--- config.mk ---
export PLATFORM = sky130hd
export DESIGN_NAME = seek_irq_status
export DESIGN_NICKNAME = d
export VERILOG_FILES = /design/src/rtl/seek_irq_pkg.sv /design/src/rtl/seek_irq_slot.sv /design/src/rtl/seek_irq_pick.sv /design/src/rtl/seek_irq_status.sv
export SDC_FILE = /design/constraint.sdc
export NUM_CORES = 1
export LEC_CHECK = 0
export ABC_AREA = 1
export BUFFER_PORTS_ARGS = -buffer_cell sky130_fd_sc_hd__buf_2
export CAP_MARGIN = 20
export CELL_PAD_IN_SITES_DETAIL_PLACEMENT = 0
export CELL_PAD_IN_SITES_GLOBAL_PLACEMENT = 1
export CORE_ASPECT_RATIO = 1.75
export CORE_MARGIN = 2
export CORE_UTILIZATION = 36
export CTS_BUF_LIST = sky130_fd_sc_hd__clkbuf_4 sky130_fd_sc_hd__clkbuf_8 sky130_fd_sc_hd__clkbuf_16
export DETAILED_ROUTE_END_ITERATION = 8
export PLACE_DENSITY_LB_ADDON = 0.3
export SYNTH_ARGS = -nofsm -noshare
export SYNTH_HDL_FRONTEND = slang
export SYNTH_SLANG_ARGS = --single-unit
--- constraint.sdc ---
create_clock -name clk -period 1.44 [get_ports clk]
set_clock_uncertainty 0.2 [all_clocks]
set_input_delay 0.216 -clock clk [delete_from_list [all_inputs] [get_ports clk]]
set_output_delay 0.216 -clock clk [all_outputs]
set_load 0.02 [all_outputs]
--- src/rtl/seek_irq_pkg.sv ---
package seek_irq_pkg;

    typedef enum logic [1:0] {
        PEND_NONE = 2'd0,
        PEND_POLL = 2'd1,
        PEND_OK   = 2'd2,
        PEND_ABN  = 2'd3
    } pend_e;

    localparam logic [7:0] ST0_INVALID = 8'h80;

    // Build status byte 0: IC in 7:6, SE in 5, head/other bits 0, drive in 1:0
    function automatic logic [7:0] make_st0(input pend_e code, input logic [1:0] ds);
        logic [7:0] b;
        b = 8'h00;
        case (code)
            PEND_OK:   b[7:5] = 3'b001;
            PEND_ABN:  b[7:5] = 3'b011;
            PEND_POLL: b[7:5] = 3'b110;
            default:   b[7:5] = 3'b100;
        endcase
        b[1:0] = ds;
        return b;
    endfunction

endpackage

--- src/rtl/seek_irq_slot.sv ---
module seek_irq_slot
    import seek_irq_pkg::*;
#(
    parameter int CYL_W = 8
) (
    input  logic             clk,
    input  logic             rst_n,
    input  logic             start_i,
    input  logic             done_i,
    input  logic             abn_i,
    input  logic             poll_i,
    input  logic [CYL_W-1:0] cyl_i,
    input  logic             retire_i,
    output pend_e            code_o,
    output logic [CYL_W-1:0] cyl_o,
    output logic             busy_o
);

    typedef struct packed {
        pend_e            code;
        logic [CYL_W-1:0] cyl;
        logic             busy;
    } slot_t;

    slot_t st_d, st_q;

    always_comb begin
        st_d = st_q;
        if (retire_i) begin
            if (st_q.code == PEND_OK || st_q.code == PEND_ABN) st_d.busy = 1'b0;
            st_d.code = PEND_NONE;
        end
        if (start_i) st_d.busy = 1'b1;
        if (done_i) begin
            st_d.code = abn_i ? PEND_ABN : PEND_OK;
            st_d.cyl  = cyl_i;
        end else if (poll_i && st_d.code == PEND_NONE) begin
            st_d.code = PEND_POLL;
        end
    end

    always_ff @(posedge clk) begin
        if (!rst_n) st_q <= '{code: PEND_NONE, cyl: '0, busy: 1'b0};
        else        st_q <= st_d;
    end

    assign code_o = st_q.code;
    assign cyl_o  = st_q.cyl;
    assign busy_o = st_q.busy;

endmodule

--- src/rtl/seek_irq_pick.sv ---
module seek_irq_pick #(
    parameter int N     = 4,
    parameter int IDX_W = 2
) (
    input  logic [N-1:0]     req_i,
    output logic             found_o,
    output logic [IDX_W-1:0] idx_o
);

    // Lowest index wins: scan downward so the last hit is the lowest
    always_comb begin
        found_o = 1'b0;
        idx_o   = '0;
        for (int i = N - 1; i >= 0; i--) begin
            if (req_i[i]) begin
                found_o = 1'b1;
                idx_o   = IDX_W'(i);
            end
        end
    end

endmodule

--- src/rtl/seek_irq_status.sv ---
module seek_irq_status
    import seek_irq_pkg::*;
#(
    parameter int N_DRV = 4,
    parameter int CYL_W = 8
) (
    input  logic             clk,
    input  logic             rst_n,
    input  logic             cmd_start_i,
    input  logic [1:0]       cmd_drive_i,
    input  logic             ev_done_i,
    input  logic             ev_abn_i,
    input  logic             ev_poll_i,
    input  logic [1:0]       ev_drive_i,
    input  logic [CYL_W-1:0] ev_cyl_i,
    input  logic             result_i,
    input  logic             xfer_req_i,
    input  logic             sense_i,
    output logic             rsp_valid_o,
    output logic [7:0]       rsp_st0_o,
    output logic [CYL_W-1:0] rsp_pcn_o,
    output logic             irq_o,
    output logic [N_DRV-1:0] busy_o
);

    localparam int IDX_W = 2;

    typedef struct packed {
        logic             rsp_valid;
        logic [7:0]       st0;
        logic [CYL_W-1:0] pcn;
        logic             result;
    } top_t;

    top_t r_d, r_q;

    pend_e            code_w [N_DRV];
    logic [CYL_W-1:0] cyl_w  [N_DRV];
    logic [N_DRV-1:0] pend_w;
    logic [N_DRV-1:0] retire_w;
    logic             found_w;
    logic [IDX_W-1:0] idx_w;

    for (genvar g = 0; g < N_DRV; g++) begin : g_slot
        seek_irq_slot #(.CYL_W(CYL_W)) u_slot (
            .clk      (clk),
            .rst_n    (rst_n),
            .start_i  (cmd_start_i && cmd_drive_i == IDX_W'(g)),
            .done_i   (ev_done_i && ev_drive_i == IDX_W'(g)),
            .abn_i    (ev_abn_i),
            .poll_i   (ev_poll_i && ev_drive_i == IDX_W'(g)),
            .cyl_i    (ev_cyl_i),
            .retire_i (retire_w[g]),
            .code_o   (code_w[g]),
            .cyl_o    (cyl_w[g]),
            .busy_o   (busy_o[g])
        );
        assign pend_w[g] = (code_w[g] != PEND_NONE);
    end

    seek_irq_pick #(.N(N_DRV), .IDX_W(IDX_W)) u_pick (
        .req_i   (pend_w),
        .found_o (found_w),
        .idx_o   (idx_w)
    );

    always_comb begin
        r_d           = r_q;
        r_d.rsp_valid = 1'b0;
        retire_w      = '0;
        if (sense_i) begin
            r_d.rsp_valid = 1'b1;
            r_d.result    = 1'b0;
            if (found_w) begin
                retire_w[idx_w] = 1'b1;
                r_d.st0         = make_st0(code_w[idx_w], idx_w);
                r_d.pcn         = cyl_w[idx_w];
            end else begin
                r_d.st0 = ST0_INVALID;
                r_d.pcn = '0;
            end
        end
        if (result_i) r_d.result = 1'b1;
    end

    always_ff @(posedge clk) begin
        if (!rst_n) r_q <= '{rsp_valid: 1'b0, st0: '0, pcn: '0, result: 1'b0};
        else        r_q <= r_d;
    end

    assign rsp_valid_o = r_q.rsp_valid;
    assign rsp_st0_o   = r_q.st0;
    assign rsp_pcn_o   = r_q.pcn;
    assign irq_o       = (|pend_w) | r_q.result | xfer_req_i;

endmodule

==> results_dict.tcl <==
set metrics [dict create \
    rsz0062_at_grt "true" \
    synthTopCellsByArea "dfxtp_1 42%, nand2_1 13%, nor2_1 9.6%, o21ai_0 7.0%, buf_4 5.8%" \
    synthFlopType "dfxtp_1" \
    vias_per_cell 4.84 \
    syn_to_final_growth_pct 35.1 \
    portBuffers 39 \
    wl_mm 8.01 \
    arrival_ns 1.23 \
    num_rows 42 \
    clk_path_buf_depth 2 \
    cp_max_fo 4 \
    critPathKind "reg2out" \
    synth_top_area_cell "dfxtp_1" \
    syn_inst 401 \
    grt_usage 0.199 \
    grt_util_met2 0.357 \
    chipWidth_um 71.2 \
    min_path_cells 3 \
    cts.root.buffer_cell "clkbuf_16" \
    timing.fmax_ghz 0.606 \
    cp-start-kind "flip-flop" \
    cp-end-kind "primary output" \
    ant_nets 0 \
    peakVddDrop_mv 0.807 \
    gp_congestion 0.866 \
    fillers 754 \
    synth_commonest_cells "95 x nand2_1, 73 x nor2_1, 59 x dfxtp_1" \
    power-per-cell-area_nw_per_um2 1280 \
    clk_latency_ns 0.33 \
    worstRegToRegCells 10 \
    die_h_um 122 \
    vias 2711 \
    n_antenna_cell 0 \
    grt_overflow_total 0 \
    io_pins 43 \
    synthMostInstantiatedCell "nand2_1" \
    synth_edf_count 0 \
    ys_types 27 \
    worstPathRequired_ns 1.02 \
    htree_levels 3 \
    design.core.area_sq_um 7620 \
    met1_usage 0.227 \
    yosys_warnings 0 \
    dp_hpwl_mm 5.74 \
    cts_tree "yes" \
    hold_violations 0 \
    power.total_mw 4.91 \
    final_util 0.504 \
    violations "setup timing" \
    syn_area_per_cell_sq_um 7.09 \
    grt-busiest-layer "met2" \
    wl_per_cell_um 14.3 \
    drive_gt1_frac 0.299 \
    max_cap_violations 0 \
    cts_made_buffers 9 \
    maxSlewViolCount 0 \
    drtIter0Drc 135 \
    final_nets 488 \
    grt_pass1_vias 2660 \
    r2r-start "g_slot[2].u_slot.code_o[0]" \
    rrSetupSlack_ns -0.15 \
    hp-start "ev_abn_i" \
    ys_async_sr_fraction 0 \
    drc 0 \
    fin_ws_ns -0.210 \
    place_ws_ns -0.125 \
    min_path_type "in2reg" \
    drt_pass1_iterations 4 \
    path_clk_slew_ns 0.05 \
    fin_crit_sh 1.15 \
    p_leak_nw 1.78 \
    clock_sinks 59 \
    synth_top_cell_area_share 0.416 \
    initial_utilization 0.373 \
    grt_pass1_wl_mm 13.0 \
    grt_max_degree 24 \
    fin_setup_tns_ns -1.87 \
    timing.rr.end "rsp_pcn_o[1]" \
    antenna_found_initial 0 \
    netlist_area_sq_um 2840 \
    gr-usage-met3 0.0324 \
    yosys_register_bits 59 \
    finalCriticalPeriod_ns 1.65 \
    finalSetupViolCount 19 \
    ys_seq_area_frac 0.416 \
    status "complete, but fails checks" \
    dieArea_sq_um 8650 \
    holdPathEnd "g_slot[2].u_slot.code_o[0]" \
]
-- cells by family after synthesis --
| family | share of synthesized area |
|---|---|
| simple gates | 0.336 |
| compound gates | 0.133 |
| flops | 0.416 |
| buf+inv | 0.114 |
| other cells | 0.00132 |
-- cell type report --
| class | instances | area [sq um] | area share |
|---|---|---|---|
| timing repair buffer | 87 | 661 | 0.172 |
| clock inverter | 1 | 5.00 | 0.00130 |
| sequential | 59 | 1190 | 0.311 |
| tap | 88 | 110 | 0.0287 |
| inverter | 21 | 91.3 | 0.0238 |
| clock buffer | 15 | 295 | 0.0769 |
| multi-input combinational | 289 | 1490 | 0.387 |
-- repair_timing --
item / in CTS / in global routing
hold buffers: 14 / 0
pin swaps: 8 / 16
gates resized for setup: 23 / 30
cloned: 0 / 1
hold endpoints to repair: 37 / 0
setup buffers: 4 / 0
setup endpoints to repair: 20 / 23
-- flip-flops by register name (all words and copies together) (netlist names) --
register	flops
rsp_valid_o	1
rsp_st0_o	5
r_q	1
g_slot.u_slot.code_o	8
rsp_pcn_o	8
g_slot.u_slot.busy_o	4
g_slot.u_slot.cyl_o	32
-- per-layer routing --
layer / wire length [um] / vias to the layer above / part of all wire
met1: 3310 / 1235 / 0.41
met4: 134 / 0 / 0.017
met5: 0 / - / 0
met2: 4310 / 58 / 0.54
li1: - / 1410 / -
met3: 263 / 8 / 0.033
-- worst max path at each step --
stage / startpoint / end / slack (ns) / cells past startpoint
after global routing: g_slot[2].u_slot.code_o[0] / rsp_pcn_o[4] / -0.27 / 10
after floorplan: g_slot[0].u_slot.code_o[1] / rsp_pcn_o[5] / 0.02 / 9
after global placement: g_slot[3].u_slot.code_o[1] / rsp_pcn_o[2] / -0.11 / 9
final: g_slot[0].u_slot.code_o[1] / irq_o / -0.21 / 5
after CTS: g_slot[0].u_slot.code_o[0] / irq_o / -0.22 / 5
after detailed placement: g_slot[3].u_slot.code_o[1] / rsp_pcn_o[1] / -0.12 / 11
-- worst max-delay path, cell delays in order, from the launching register on --
cell and delay [ns]:
dfxtp_2 0.33, nor2_4 0.15, nand2_4 0.11, nor2_4 0.13, nand2_2 0.05, buf_6 0.12
-- metrics by stage --
step	hold WS [ns]	instances	instance area, sq um
2_1_floorplan	0.133	403	2850
3_3_place_gp	0.223	525	3170
3_5_place_dp	0.234	525	3170
4_1_cts	0.00994	559	3730
5_1_grt	0.0389	560	3840
6_report	0.0152	560	3840
-- report_power, final --
part / switching, mW / internal (mW)
clock network: 0.715 / 1.39
registers: 0.0556 / 1.73
logic: 0.599 / 0.428
-- cell usage in the layout (no fill, tap or decap), types with 8 or more instances in the layout --
| master | synthesis | final |
|---|---|---|
| nor2_1 | 73 | 69 |
| dfxtp_1 | 59 | 52 |
| nand3_1 | 24 | 21 |
| nand2_1 | 95 | 87 |
| buf_2 | 2 | 38 |
| buf_4 | 22 | 25 |
| a21oi_1 | 30 | 25 |
| nand2_2 | 2 | 8 |
| o21ai_0 | 40 | 38 |
| dlygate4sd3_1 | 0 | 14 |
| inv_1 | 13 | 12 |
| clkbuf_16 | 0 | 9 |
Note: power is estimated with default switching activity, not from simulation.
